[config.mk]
export PLATFORM = sky130hd
export DESIGN_NAME = bank_mapper_regs
export DESIGN_NICKNAME = d
export VERILOG_FILES = /design/src/rtl/bmr_pkg.sv /design/src/rtl/bmr_write_decode.sv /design/src/rtl/bmr_reg_file.sv /design/src/rtl/bmr_prg_map.sv /design/src/rtl/bmr_chr_map.sv /design/src/rtl/bank_mapper_regs.sv
export SDC_FILE = /design/constraint.sdc
export NUM_CORES = 1
export LEC_CHECK = 0
export BUFFER_PORTS_ARGS = -buffer_cell sky130_fd_sc_hd__buf_2
export CORE_MARGIN = 8
export CORE_UTILIZATION = 50
export CTS_BUF_LIST = sky130_fd_sc_hd__clkbuf_8
export DETAILED_ROUTE_END_ITERATION = 8
export PLACE_DENSITY = 0.82
export SKIP_LAST_GASP = 1
export SLEW_MARGIN = 5
export SYNTH_ARGS = -nofsm -noshare
export SYNTH_HDL_FRONTEND = slang
export SYNTH_SLANG_ARGS = --single-unit
[constraint.sdc]
create_clock -name clk -period 1.7 [get_ports clk]
set_input_delay 0.17 -clock clk [delete_from_list [all_inputs] [get_ports clk]]
set_output_delay 0.17 -clock clk [all_outputs]
set_load 0.05 [all_outputs]
[src/rtl/bmr_pkg.sv]
package bmr_pkg;

   localparam int DATA_W   = 8;
   localparam int NUM_REGS = 8;

   typedef logic [NUM_REGS-1:0][DATA_W-1:0] bank_regs_t;

   typedef enum logic [2:0] {
      WK_NONE,
      WK_SELECT,
      WK_DATA,
      WK_MIRROR,
      WK_RAMCTL
   } wr_kind_e;

   function automatic bank_regs_t reset_regs();
      bank_regs_t r;
      r[0] = 8'd0; r[1] = 8'd2; r[2] = 8'd4; r[3] = 8'd5;
      r[4] = 8'd6; r[5] = 8'd7; r[6] = 8'd0; r[7] = 8'd1;
      return r;
   endfunction

endpackage

[src/rtl/bmr_write_decode.sv]
module bmr_write_decode
   import bmr_pkg::*;
(
   input  logic        wr_en,
   input  logic [15:0] wr_addr,
   output wr_kind_e    kind_o
);
   always_comb begin
      kind_o = WK_NONE;
      if (wr_en && wr_addr[15] && !wr_addr[14]) begin
         unique case ({wr_addr[13], wr_addr[0]})
            2'b00:   kind_o = WK_SELECT;
            2'b01:   kind_o = WK_DATA;
            2'b10:   kind_o = WK_MIRROR;
            default: kind_o = WK_RAMCTL;
         endcase
      end
   end
endmodule

[src/rtl/bmr_reg_file.sv]
module bmr_reg_file
   import bmr_pkg::*;
(
   input  logic              clk,
   input  logic              rst_n,
   input  wr_kind_e          kind_i,
   input  logic [DATA_W-1:0] data_i,
   output logic [DATA_W-1:0] sel_q,
   output bank_regs_t        regs_q,
   output logic              mirror_q,
   output logic [DATA_W-1:0] ramctl_q
);
   localparam int IDX_W = $clog2(NUM_REGS);

   logic [IDX_W-1:0] target;
   assign target = sel_q[IDX_W-1:0];

   always_ff @(posedge clk) begin
      if (!rst_n) begin
         sel_q    <= '0;
         regs_q   <= reset_regs();
         mirror_q <= 1'b0;
         ramctl_q <= '0;
      end else begin
         unique case (kind_i)
            WK_SELECT: sel_q          <= data_i;
            WK_DATA:   regs_q[target] <= data_i;
            WK_MIRROR: mirror_q       <= data_i[0];
            WK_RAMCTL: ramctl_q       <= data_i;
            default: ;
         endcase
      end
   end

   AST_SEL_HELD: assert property (@(posedge clk) disable iff (!rst_n)
      (kind_i != WK_SELECT) |=> $stable(sel_q));

endmodule

[src/rtl/bmr_prg_map.sv]
module bmr_prg_map #(
   parameter int PRG_BANKS = 32,
   localparam int PRG_W    = $clog2(PRG_BANKS)
) (
   input  logic                 clk,
   input  logic                 rst_n,
   input  logic                 swap_i,
   input  logic [7:0]           bank_sw_i,
   input  logic [7:0]           bank_mid_i,
   input  logic [1:0]           win_sel_i,
   output logic [4*PRG_W-1:0]   banks_o,
   output logic [PRG_W-1:0]     bank_o
);
   localparam logic [PRG_W-1:0] LAST_BANK   = PRG_W'(PRG_BANKS - 1);
   localparam logic [PRG_W-1:0] SECOND_LAST = PRG_W'(PRG_BANKS - 2);

   logic [3:0][PRG_W-1:0] win;

   for (genvar w = 0; w < 4; w++) begin : g_win
      if (w == 1) begin : g_mid
         assign win[w] = bank_mid_i[PRG_W-1:0];
      end else if (w == 3) begin : g_last
         assign win[w] = LAST_BANK;
      end else begin : g_swap
         localparam bit SW_WHEN_SET = (w == 2);
         assign win[w] = (swap_i == SW_WHEN_SET) ? bank_sw_i[PRG_W-1:0] : SECOND_LAST;
      end
      assign banks_o[w*PRG_W +: PRG_W] = win[w];
   end

   assign bank_o = win[win_sel_i];

   AST_SECOND_LAST_PRESENT: assert property (@(posedge clk) disable iff (!rst_n)
      (banks_o[0 +: PRG_W] == SECOND_LAST) || (banks_o[2*PRG_W +: PRG_W] == SECOND_LAST));

endmodule

[src/rtl/bmr_chr_map.sv]
module bmr_chr_map #(
   parameter int CHR_BANKS = 256,
   localparam int CHR_W    = $clog2(CHR_BANKS)
) (
   input  logic                 clk,
   input  logic                 rst_n,
   input  logic                 half_swap_i,
   input  logic [5:0][7:0]      regs_i,
   input  logic [2:0]           win_sel_i,
   output logic [8*CHR_W-1:0]   banks_o,
   output logic [CHR_W-1:0]     bank_o
);
   logic [7:0][7:0]       slot;
   logic [7:0][CHR_W-1:0] win;

   for (genvar s = 0; s < 8; s++) begin : g_slot
      if (s < 4) begin : g_pair
         assign slot[s] = {regs_i[s/2][7:1], 1'(s % 2)};
      end else begin : g_single
         assign slot[s] = regs_i[s-2];
      end
   end

   for (genvar i = 0; i < 8; i++) begin : g_win
      logic [2:0] idx;
      assign idx    = 3'(i) ^ {half_swap_i, 2'b00};
      assign win[i] = slot[idx][CHR_W-1:0];
      assign banks_o[i*CHR_W +: CHR_W] = win[i];
   end

   assign bank_o = win[win_sel_i];

   logic [2:0] pair_base;
   assign pair_base = {half_swap_i, 2'b00};

   AST_PAIR_EVEN_ODD: assert property (@(posedge clk) disable iff (!rst_n)
      (win[pair_base][0] == 1'b0) && (win[pair_base + 3'd1][0] == 1'b1)
      && (win[pair_base][CHR_W-1:1] == win[pair_base + 3'd1][CHR_W-1:1]));

endmodule

[src/rtl/bank_mapper_regs.sv]
module bank_mapper_regs
   import bmr_pkg::*;
#(
   parameter int PRG_BANKS = 32,
   parameter int CHR_BANKS = 256,
   localparam int PRG_W    = $clog2(PRG_BANKS),
   localparam int CHR_W    = $clog2(CHR_BANKS)
) (
   input  logic                 clk,
   input  logic                 rst_n,
   input  logic                 wr_en,
   input  logic [15:0]          wr_addr,
   input  logic [7:0]           wr_data,
   output logic [4*PRG_W-1:0]   prg_bank_o,
   output logic [8*CHR_W-1:0]   chr_bank_o,
   output logic                 mirror_o,
   output logic [7:0]           ram_ctrl_o,
   input  logic [15:0]          cpu_addr_i,
   output logic [PRG_W-1:0]     cpu_bank_o,
   input  logic [12:0]          ppu_addr_i,
   output logic [CHR_W-1:0]     ppu_bank_o
);
   if (PRG_BANKS < 4 || PRG_BANKS > 64 || (PRG_BANKS & (PRG_BANKS - 1)) != 0) begin : g_bad_prg
      $error("PRG_BANKS must be a power of two from 4 to 64");
   end
   if (CHR_BANKS < 8 || CHR_BANKS > 256 || (CHR_BANKS & (CHR_BANKS - 1)) != 0) begin : g_bad_chr
      $error("CHR_BANKS must be a power of two from 8 to 256");
   end

   wr_kind_e   kind;
   logic [7:0] sel_q;
   bank_regs_t regs_q;
   logic       mirror_q;

   bmr_write_decode u_dec (
      .wr_en   (wr_en),
      .wr_addr (wr_addr),
      .kind_o  (kind)
   );

   bmr_reg_file u_regs (
      .clk      (clk),
      .rst_n    (rst_n),
      .kind_i   (kind),
      .data_i   (wr_data),
      .sel_q    (sel_q),
      .regs_q   (regs_q),
      .mirror_q (mirror_q),
      .ramctl_q (ram_ctrl_o)
   );

   bmr_prg_map #(.PRG_BANKS(PRG_BANKS)) u_prg (
      .clk        (clk),
      .rst_n      (rst_n),
      .swap_i     (sel_q[6]),
      .bank_sw_i  (regs_q[6]),
      .bank_mid_i (regs_q[7]),
      .win_sel_i  (cpu_addr_i[14:13]),
      .banks_o    (prg_bank_o),
      .bank_o     (cpu_bank_o)
   );

   bmr_chr_map #(.CHR_BANKS(CHR_BANKS)) u_chr (
      .clk         (clk),
      .rst_n       (rst_n),
      .half_swap_i (sel_q[7]),
      .regs_i      (regs_q[5:0]),
      .win_sel_i   (ppu_addr_i[12:10]),
      .banks_o     (chr_bank_o),
      .bank_o      (ppu_bank_o)
   );

   assign mirror_o = ~mirror_q;

   AST_LOW_SPACE_IGNORED: assert property (@(posedge clk) disable iff (!rst_n)
      (wr_en && !wr_addr[15]) |=> ($stable(prg_bank_o) && $stable(chr_bank_o)
                                   && $stable(mirror_o) && $stable(ram_ctrl_o)));

   AST_MIRROR_INVERTED: assert property (@(posedge clk) disable iff (!rst_n)
      (wr_en && wr_addr[15:13] == 3'b101 && !wr_addr[0]) |=> (mirror_o == !$past(wr_data[0])));

endmodule

After elaboration in Yosys (flattened, before gate mapping)
Cells that the tools add are included. Widths: inputs -> output; s select.

Register bits after elaboration: 81. Output and inout bits: 106. Bits of input ports: 56. Logic and storage cells: 65.

Reduce and logical (&&, ||, !) cells: 5. Equal/unequal tests: 6. Muxes and demuxes: 27. Bitwise gates (word level): 4. $lt $le $gt $ge: 12.

Operator list (count): $mux 8 (15); $bwmux 64 (1); $bmux 8 s3 (2); $lt 3x4->1 const B (10); $bmux 8 s2 (2); $demux 8 s3 (1); $mux 5 (3); $bmux 5 s2 (1); $pmux 3 s3 (1); $eq 3x2->1 const B (2); $eq 3x1->1 const B (1); $eq 3x3->1 const B (1); $ge 3x1->1 const B (1); $logic_and 1x1->1 (3); $lt 2x3->1 const B (1); $mux 3 (1); $not 3->3 (1); $eq 2x1->1 const B (1); $eq 2x2->1 const B (1); $logic_not 2->1 (1); $not 1->1 (2); $not 2->2 (1); $logic_not 1->1 (1).

Logic depth before layout (Yosys ltp)
Gate-level depths: netlist of the first run.

Word-level depth: 5. Depth in mapped cells: 7.

By module
Synthesis of the first run repeated with hierarchy kept, for this count alone.

Cell total of the unflattened synthesis: 537. Area total of the unflattened synthesis: 4491.8 um2.

By module, submodules not included: bmr_reg_file (area each 3074.2 um2, times used 1, seq. area each 1621.6 um2, cells each 288); bmr_chr_map (area each 1103.6 um2, times used 1, seq. area each 0.0 um2, cells each 206); bmr_prg_map (area each 227.7 um2, times used 1, seq. area each 0.0 um2, cells each 32); bmr_write_decode (area each 82.6 um2, times used 1, seq. area each 0.0 um2, cells each 10); bank_mapper_regs (area each 3.8 um2, times used 1, seq. area each 0.0 um2, cells each 1).

Worst setup path after synthesis of the first run
No wires, ideal clock.

Kind: register to output. Start: reg u_regs.sel_q[7]. End: out chr_bank_o[61]. Required time: 1530 ps. Cell stages (with the launch flop): 4. Arrival time: 1833 ps. Slack: -303 ps. Cell sequence: dfxtp_1 clkbuf_1 clkbuf_1 o21ai_0.

Longest elaborated chain between the ends: 3.

Ends and longest elaborated chain: start, declared (RTL line bmr_reg_file.sv:8) `output logic [DATA_W-1:0] sel_q,`; start signal, assigned (RTL line bmr_reg_file.sv:26) `WK_SELECT: sel_q <= data_i;`; $not 3->3 (no source line); $bmux 8 s3 (RTL line bmr_chr_map.sv:27) `assign win[i] = slot[idx][CHR_W-1:0];`; $mux 8 (implied by the code) (RTL line bmr_chr_map.sv:27); end, declared (RTL line bank_mapper_regs.sv:15) `output logic [8*CHR_W-1:0] chr_bank_o,`.

No other way between the ends. The select of a mux whose other input is x is not followed.

Worst setup path in the final report of the first run
Start: reg u_regs.sel_q[7]. End: out ppu_bank_o[0].

Longest elaborated chain between the ends: 5. Elaborated cells on any way between the ends: 20. Those cells by class: 18 x mux; 2 x bitwise.

Ends and longest elaborated chain: $not 3->3 (no source line) or $not 2->2 (tied branches); $bmux 8 s3 or $bmux 8 s2 (tied branches) (RTL line bmr_chr_map.sv:27); $mux 8 (implied by the code) (RTL line bmr_chr_map.sv:27); $bmux 8 s3 * (RTL line bmr_chr_map.sv:31) `assign bank_o = win[win_sel_i];`; $mux 8 (implied by the code) * (RTL line bmr_chr_map.sv:31); end, declared (RTL line bank_mapper_regs.sv:21) `output logic [CHR_W-1:0] ppu_bank_o`.

Every way passes the cells marked *; elsewhere a longest branch is shown, timed or not. The select of a mux whose other input is x is not followed.

==> results.yml, run 1 <==
sta:
  relSlewSlack: 0.6111
  slew_viol_final: 0
  min_period_over_period: 1.046
  tightestPinTransition_ns: 0.5833
  layout_setup_ws_ns: -0.07866
  hold_viol: 0
  fin_skew_ns: 0.01050
  rsz0062_at_grt: "true"
  finalSetupTns_ns: -0.5011
  clock.fmax_ghz: 0.5622
  setup_viol_count_final: 9
  period_needed_ns: 1.779
  fin_hold_ws_ns: 0.1092
critical_path:
  startpoint_type: "flop"
  r2r-end: "u_regs.regs_q[25]$_SDFFE_PN0P_"
  crit_required_ns: 1.53
  crit_family: "compound AO/OA/AOI/OAI gates"
  critPathCaptureType: "output pin"
  max_stage_delay_ns: 0.37
  cp.buffers_inverters: 1
  path_cells: "xor2_4, nor2b_4, a221oi_4, a21oi_4, buf_6"
  arrival_ns: 1.61
  r2r_slack_ns: 0.25
  crit_type: "reg2out"
  reg2regPathDepth: 5
  reg2reg_from: "u_regs.sel_q[2]$_SDFFE_PN0N_"
  worstPathMaxFanout: 4
  crit_slowest_cell: "dfxtp_4"
clocking:
  htree_num_levels: 3
  numClockSinks: 70
  clk_latency_ns: 0.34
  ctsHoldBuffers: 0
  clock-root-buffer: "clkbuf_8"
  cts_tree: "yes"
  cts_buffers: 9
  cts_buffer_depth: 2
  clk_pin_slew_ns: 0.08
logic_synthesis:
  ys_ff_latch: 70
  avgSynthCellArea_um2: 7.636
  yosysSeqAreaShare: 0.3489
  yosys-top-cells-area: "dfxtp_1, nand2_1, o21ai_0"
  ys_top_cells_by_count: "nand2_1, o21ai_0, dfxtp_1, nand3_1, inv_1"
  synthCells: 526
  yosysMostFrequentCell: "nand2_1"
  postSynth.asyncResetShare: 0
  yosys.area.top_type: "dfxtp_1"
  synth_warnings: 0
  synth.cell_area_um2: 4016
  synth_edf_count: 0
  synthFlopType: "dfxtp_1"
  synth_top_area_frac: 0.3489
  synth.distinct_cells: 44
outcome:
  violations: "negative setup slack"
  status: "complete, but fails checks"
place:
  place_ws_ns: 0.007138
  place.gp.congestion: 0.8075
  dpl.cell_count: 727
  io_buffer_count: 120
  place_hpwl_um: 8219
hold_path:
  whs_path_depth: 3
  hp-class: "in2reg"
  min_to: "u_regs.regs_q[29]$_SDFFE_PN0P_"
  hold_start: "wr_data[5]"
power_and_ir_drop:
  clkPwrFrac: 0.410
  seq_power_share: 0.468
  p_leak_nw: 2.435
  power_density_nw_per_um2: 652.4
  p_int_w: 0.002596
  irDropWorstVdd_uv: 483.2
  comb_power_share: 0.122
  power.switching_w: 0.0009232
  swShare: 0.2624
route:
  first_pass_iters: 5
  drt-initial-drc-count: 215
  viasPerCell: 5.535
  drc_errors: 0
  wirelength_um: 12210
  ant_nets: 0
  wl_per_cell_um: 16.35
  vias: 4135
grt:
  grt-ovfl-total: 0
  grt_max_degree: 94
  grt_pass1_vias: 3877
  use_met2: 0.3287
  busiest_layer: "met2"
  grt_pass1_wl_um: 18160
  grt_util_met1: 0.2315
  antenna_found_initial: 0
  grtUsageTotal: 0.1953
  grtUsageMet3: 0.06516
finish:
  antennaDiodeCount: 0
  synthToLayoutAreaGrowth_pct: 34.30
  drive_gt1_frac: 0.3085
  final_cells: 747
  nNetsFinal: 700
  fin_util: 0.6944
floorplanning:
  num_rows: 32
  die_h_um: 105.6
  coreArea_um2: 7767
  io_pins: 162
  die-area_um2: 11160
  initial_core_util: 0.5171
  die_w_um: 105.6
run:
  maxCapViolations: 0
-- stage by stage --
step                      cell area (um^2)  power, W
after floorplan                       4043  0.001977
after global placement                4743  0.002068
after detailed placement              4743  0.002076
after CTS                             5045  0.003516
after global routing                  5394  0.003657
final                                 5394  0.003519
-- layout by cell type, fill, tap and decap left out, types with 3 or more instances in the layout --
cell type,count
and2_1,4
nand3_2,3
mux2i_1,21
ha_1,3
nor2b_1,16
conb_1,5
clkbuf_8,9
buf_6,35
o21ai_1,27
dfxtp_1,68
nand2b_1,23
nand4_1,4
buf_2,54
buf_12,4
mux4_2,7
buf_4,40
o21ai_0,61
or2_2,6
clkbuf_4,10
inv_1,31
nand3_1,44
nand2_1,125
o21ai_2,3
nor4b_4,4
o22a_1,4
-- power groups by stage --
| stage | Clock [W] | Combinational [W] | Sequential (W) |
|---|---|---|---|
| after global placement | 0 | 0.000382 | 0.00169 |
| final | 0.00144 | 0.000431 | 0.00165 |
| after CTS | 0.00146 | 0.000408 | 0.00165 |
| after global routing | 0.00155 | 0.000459 | 0.00165 |
| after floorplan | 0 | 0.000288 | 0.00169 |
| after detailed placement | 0 | 0.000390 | 0.00169 |
-- per-layer routing --
layer  wire length (um)  vias to the layer above
met5                  0                        -
met4                251                        0
met3               1230                       29
met2               5829                      224
met1               4899                     1913
li1                   -                     1969
-- worst max path at each step --
| stage | startpoint | end | slack (ns) | cells past startpoint |
|---|---|---|---|---|
| final | u_regs.sel_q[7]$_SDFFE_PN0N_ | ppu_bank_o[0] | -0.08 | 5 |
| after global routing | ppu_addr_i[10] | ppu_bank_o[2] | -0.15 | 4 |
| after CTS | u_regs.sel_q[7]$_SDFFE_PN0N_ | chr_bank_o[41] | -0.10 | 4 |
| after detailed placement | wr_addr[0] | u_regs.regs_q[25]$_SDFFE_PN0P_ | 0.007 | 8 |
| after global placement | wr_addr[0] | u_regs.regs_q[28]$_SDFFE_PN0P_ | 0.04 | 8 |
| after floorplan | u_regs.sel_q[7]$_SDFFE_PN0N_ | chr_bank_o[61] | -0.30 | 3 |
-- area by class of cell --
cell class / instances / area [um^2]
clock inverter: 6 / 87.58
clock buffer: 9 / 123.9
inverter: 32 / 122.6
sequential: 70 / 1406
fill: 592 / 2374
tap: 102 / 127.6
timing repair buffer: 146 / 1197
multi-input combinational: 382 / 2328
-- sequential cells by signal, indices dropped and copies added (netlist names) --
register,count
u_regs.mirror_q,1
u_regs.sel_q,5
u_regs.regs_q,56
u_regs.ramctl_q,8
-- logic make-up after synthesis --
logic type	after synthesis	share of synthesized area
compound gates	102	0.1380
xor+xnor	1	0.004051
fa+ha+maj	3	0.009347
buf+inv	78	0.09253
flops	70	0.3489
mux	28	0.09159
other cells	1	0.0009337
simple gates	243	0.3146
-- worst register-to-register path, cell delays in order, from the launching register on --
cell	delay (ns)
dfxtp_1	0.33
nor3_1	0.27
nor4b_4	0.35
buf_4	0.26
nand3_1	0.10
o21ai_0	0.08
-- what timing repair did --
action                     4_1_cts  5_1_grt
resized for setup               24      142
buffers inserted                 0        2
setup endpoints to repair       30       73
gates cloned                     0        3
pin swaps                        1        3
(Power assumes the default switching activity.)
==> inputs of run 2 (changes only) <==
--- a/config.mk
+++ b/config.mk
@@ -7,10 +7,10 @@
 export LEC_CHECK = 0
 export BUFFER_PORTS_ARGS = -buffer_cell sky130_fd_sc_hd__buf_2
 export CORE_MARGIN = 8
-export CORE_UTILIZATION = 50
-export CTS_BUF_LIST = sky130_fd_sc_hd__clkbuf_8
+export CORE_UTILIZATION = 49
 export DETAILED_ROUTE_END_ITERATION = 8
-export PLACE_DENSITY = 0.82
+export PLACE_DENSITY = 0.81
+export RECOVER_POWER = 100
 export SKIP_LAST_GASP = 1
 export SLEW_MARGIN = 5
 export SYNTH_ARGS = -nofsm -noshare
==> results.yml, run 2 (synthesized netlist as in run 1, its figures left out) <==
sta:
  clock.fmax_ghz: 0.5556
  setup_viol_count_final: 15
  period_needed_ns: 1.800
  rsz0062_at_grt: "true"
  relSlewSlack: 0.5887
  tightestPinTransition_ns: 0.6195
  fin_hold_ws_ns: 0.1243
  min_period_over_period: 1.059
  slew_viol_final: 0
  layout_setup_ws_ns: -0.09970
  hold_viol: 0
  fin_skew_ns: 0.01272
route:
  viasPerCell: 5.230
  drt-initial-drc-count: 171
  wirelength_um: 10860
  ant_nets: 0
  vias: 3891
  drc_errors: 0
  wl_per_cell_um: 14.60
  first_pass_iters: 4
critical_path:
  critPathCaptureType: "output pin"
  startpoint: "u_regs.sel_q[7]$_SDFFE_PN0N_"
  arrival_ns: 1.63
  crit_family: "flip-flops"
  crit_slowest_cell: "dfxtp_4"
  reg2reg_from: "u_regs.sel_q[2]$_SDFFE_PN0N_"
  max_stage_delay_ns: 0.40
  worstPathMaxFanout: 5
  cp.buffers_inverters: 2
  startpoint_type: "flop"
  crit_type: "reg2out"
  crit_required_ns: 1.53
  crit_top_cell: "buf_6"
  path_cells: "xor2_4, buf_6, mux4_2, buf_6"
finish:
  reg_top3: "u_regs.regs_q (56), u_regs.ramctl_q (8), u_regs.sel_q (5)"
  nNetsFinal: 693
  regMostFlops: "u_regs.regs_q"
  layout_common_cells: "nand2_1, buf_2, dfxtp_1"
  final_common_cell: "nand2_1"
  antennaDiodeCount: 0
  drive_gt1_frac: 0.2676
  largest_reg_flops: 56
  fin_util: 0.6132
  synthToLayoutAreaGrowth_pct: 23.55
power_and_ir_drop:
  power_density_nw_per_um2: 742.4
  p_leak_nw: 2.261
  irDropWorstVdd_uv: 666.4
clocking:
  clk_latency_ns: 0.34
  numClockSinks: 70
  htree_num_levels: 3
  ctsHoldBuffers: 0
  cts_buffer_depth: 2
  cts_buffers: 9
  clock-root-buffer: "clkbuf_8"
  clk_pin_slew_ns: 0.07
  cts_tree: "yes"
grt:
  grtUsageTotal: 0.1890
  grt-ovfl-total: 0
  grt_pass1_wl_um: 17480
  grt_max_degree: 101
  antenna_found_initial: 0
  grt_pass1_vias: 3668
outcome:
  violations: "negative setup slack"
  status: "complete, but fails checks"
place:
  io_buffer_count: 120
  place_ws_ns: -0.02664
  place.gp.congestion: 0.8067
  place_hpwl_um: 8089
floorplanning:
  die_w_um: 106.5
  die-area_um2: 11350
  coreArea_um2: 8093
  die_h_um: 106.5
  num_rows: 33
  initial_core_util: 0.4963
  io_pins: 162
run:
  maxCapViolations: 0
hold_path:
  hp-class: "in2reg"
  hold_start: "wr_data[6]"
run 2: cell types whose count changed in the layout (fill, tap and decap cells not counted), sizes merged:
cell / previous run / this run
clkbuf: 21 / 48
clkinv: 4 / 1
bufinv: 2 / 3
clkinvlp: 0 / 1
buf: 134 / 102
run 2: timing repair:
item                       4_1_cts  5_1_grt
gates resized for setup         25        6
buffers inserted                 1        0
hold endpoints to repair         0        0
setup endpoints to repair       31       72
pin swaps                        2        0
run 2: path summary, 6_finish.rpt:
path	depth (start not counted)	to	slack, ns
setup / recovery	4	ppu_bank_o[3]	-0.1
hold / removal	3	u_regs.regs_q[30]$_SDFFE_PN0P_	0.12
setup reg to reg	6	u_regs.regs_q[29]$_SDFFE_PN0P_	0.01
hold reg to reg	2	u_regs.regs_q[23]$_SDFFE_PN0P_	0.48
run 2: area by class of cell:
cell class	instances	area (um^2)
inverter	32	122.6
tap	105	131.4
sequential	70	1405
fill	736	3131
clock buffer	11	141.4
timing repair buffer	139	795.8
multi-input combinational	382	2260
clock inverter	5	106.4
run 2: metal layers:
layer  GRT usage  share of wire
met5           0              0
met4     0.07638          0.013
met3     0.06534          0.090
met2      0.3038           0.47
met1      0.2262           0.43
run 2: power by group:
part	internal [W]	switching [W]
clock	0.00102	0.000619
sequential	0.00164	0.00000507
combinational	0.000118	0.000282
run 2: through the flow:
stage	TNS (ns)	cell area, um^2	cells	total power [W]
global route	-5.155	4962	744	0.003809
CTS	-1.085	5072	744	0.003733
finish	-0.7635	4962	744	0.003684
detailed placement	-0.1340	4725	727	0.002074
floorplan	-1.807	4043	530	0.001977
global placement	0	4725	727	0.002064
run 2: worst register-to-register path, delay by kind of cell (launching register included):
| family | cells | cell delay (ns) |
|---|---|---|
| and+or+nand+nor | 3 | 0.64 |
| AOI/OAI and AO/OA | 1 | 0.09 |
| buffers and inverters | 2 | 0.55 |
| DFF | 1 | 0.33 |
==> inputs of run 3 (changes only) <==
--- a/config.mk
+++ b/config.mk
@@ -9,6 +9,7 @@
 export CORE_MARGIN = 8
 export CORE_UTILIZATION = 49
 export DETAILED_ROUTE_END_ITERATION = 8
+export GPL_TIMING_DRIVEN = 0
 export PLACE_DENSITY = 0.81
 export RECOVER_POWER = 100
 export SKIP_LAST_GASP = 1
==> results.yml, run 3 (synthesized netlist as in run 1, its figures left out) <==
critical_path:
  max_stage_delay_ns: 0.39
  critPathCaptureType: "output pin"
  reg2reg_from: "u_regs.sel_q[2]$_SDFFE_PN0N_"
  crit_top_cell: "buf_6"
  crit_required_ns: 1.53
  startpoint: "u_regs.sel_q[7]$_SDFFE_PN0N_"
  startpoint_type: "flop"
  crit_slowest_cell: "dfxtp_4"
  crit_type: "reg2out"
  path_cells: "xor2_4, buf_6, mux4_2, buf_6"
  worstPathMaxFanout: 5
  arrival_ns: 1.68
finish:
  final_cells: 773
  layout_common_cells: "nand2_1, dfxtp_1, o21ai_0"
  multi_input_area_um2: 2296
  reg_top3: "u_regs.regs_q (56), u_regs.ramctl_q (8), u_regs.sel_q (5)"
  synthToLayoutAreaGrowth_pct: 31.09
  fin_util: 0.6506
  seq_area_um2: 1405
  largest_reg_flops: 56
  drive_gt1_frac: 0.2769
  fillers: 712
  regMostFlops: "u_regs.regs_q"
  final_common_cell: "nand2_1"
  nNetsFinal: 724
  final_cell_area_um2: 5265
  antennaDiodeCount: 0
outcome:
  violations: "negative setup slack"
  status: "complete, but fails checks"
power_and_ir_drop:
  p_int_w: 0.002327
  power.switching_w: 0.0008966
  power_density_nw_per_um2: 612.2
  clkPwrFrac: 0.353
  seq_power_share: 0.511
  swShare: 0.2782
  comb_power_share: 0.136
  irDropWorstVdd_uv: 395.4
  p_leak_nw: 2.341
grt:
  grtUsageTotal: 0.2301
  antenna_found_initial: 0
  grt_pass1_wl_um: 21180
  grt-ovfl-total: 0
  grt_max_degree: 11
  grt_pass1_vias: 4296
route:
  viasPerCell: 5.631
  first_pass_iters: 5
  vias: 4353
  ant_nets: 0
  wl_per_cell_um: 17.45
  drc_errors: 0
  drt-initial-drc-count: 279
  wirelength_um: 13490
sta:
  tightestPinTransition_ns: 0.7204
  finalSetupTns_ns: -4.040
  rsz0062_at_grt: "true"
  fin_hold_ws_ns: 0.1230
  min_period_over_period: 1.089
  fin_skew_ns: 0.007346
  relSlewSlack: 0.5197
  slew_viol_final: 0
  hold_viol: 0
  layout_setup_ws_ns: -0.1517
  clock.fmax_ghz: 0.5400
  setup_viol_count_final: 66
  period_needed_ns: 1.852
floorplanning:
  coreArea_um2: 8093
  initial_core_util: 0.4963
  io_pins: 162
  die-area_um2: 11350
  num_rows: 33
  die_h_um: 106.5
  die_w_um: 106.5
place:
  place.gp.congestion: 0.8547
  io_buffer_count: 115
  dpl.cell_count: 750
  place_area_um2: 4750
  place_hpwl_um: 9974
run:
  maxCapViolations: 0
clocking:
  htree_num_levels: 3
  cts_buffers: 9
  clk_latency_ns: 0.34
  cts_buffer_depth: 2
  cts_tree: "yes"
  clock-root-buffer: "clkbuf_8"
  ctsHoldBuffers: 0
  clk_pin_slew_ns: 0.07
  numClockSinks: 70
hold_path:
  hp-class: "in2reg"
  hold_start: "wr_data[7]"
run 3: layout make-up:
type	count	area share
Clock inverter	2	0.001901
Timing Repair Buffer	124	0.1623
Clock buffer	12	0.02757
Buffer	46	0.05703
Multi-Input combinational cell	382	0.4361
Inverter	32	0.02329
Sequential cell	70	0.2669
Tap cell	105	0.02495
run 3: power groups by stage:
stage          combinational [W]  sequential (W)  clock, W
2_1_floorplan           0.000288         0.00169         0
3_3_place_gp            0.000395         0.00169         0
3_5_place_dp            0.000402         0.00169         0
4_1_cts                 0.000433         0.00165   0.00114
5_1_grt                 0.000464         0.00165   0.00120
6_report                0.000437         0.00165   0.00114
run 3: final timing paths:
kind / to / slack [ns] / cells past startpoint
hold reg to reg: u_regs.regs_q[19]$_SDFFE_PN0P_ / 0.48 / 2
setup reg to reg: u_regs.regs_q[43]$_SDFFE_PN0P_ / -0.05 / 5
setup / recovery: ppu_bank_o[3] / -0.15 / 4
hold / removal: u_regs.regs_q[31]$_SDFFE_PN0P_ / 0.12 / 3
run 3: worst max-delay path: cells and delay by family (launching register included):
kind | cells | cell delay [ns]
flops | 1 | 0.39
mux | 1 | 0.32
buf+inv | 2 | 0.35
xor+xnor | 1 | 0.28
run 3: metal layers:
metal	track usage	vias to the layer above	part of all wire
met5	0	-	0
met2	0.3834	261	0.47
met4	0.08241	0	0.022
met3	0.07441	27	0.12
met1	0.2711	2034	0.40
li1	-	2031	-
run 3: metrics by stage:
step	power (W)	worst slack [ns]
3_5_place_dp	0.002088	-0.2906
4_1_cts	0.003218	-0.1163
3_3_place_gp	0.002081	-0.2564
6_report	0.003223	-0.1517
2_1_floorplan	0.001977	-0.3031
5_1_grt	0.003316	-0.2044
run 3: what timing repair did:
action | CTS | global route
endpoints found under the setup margin | 79 | 89
pin swaps | 5 | 2
setup buffers | 3 | 6
hold endpoints to repair | 0 | 0
gates resized for setup | 88 | 37
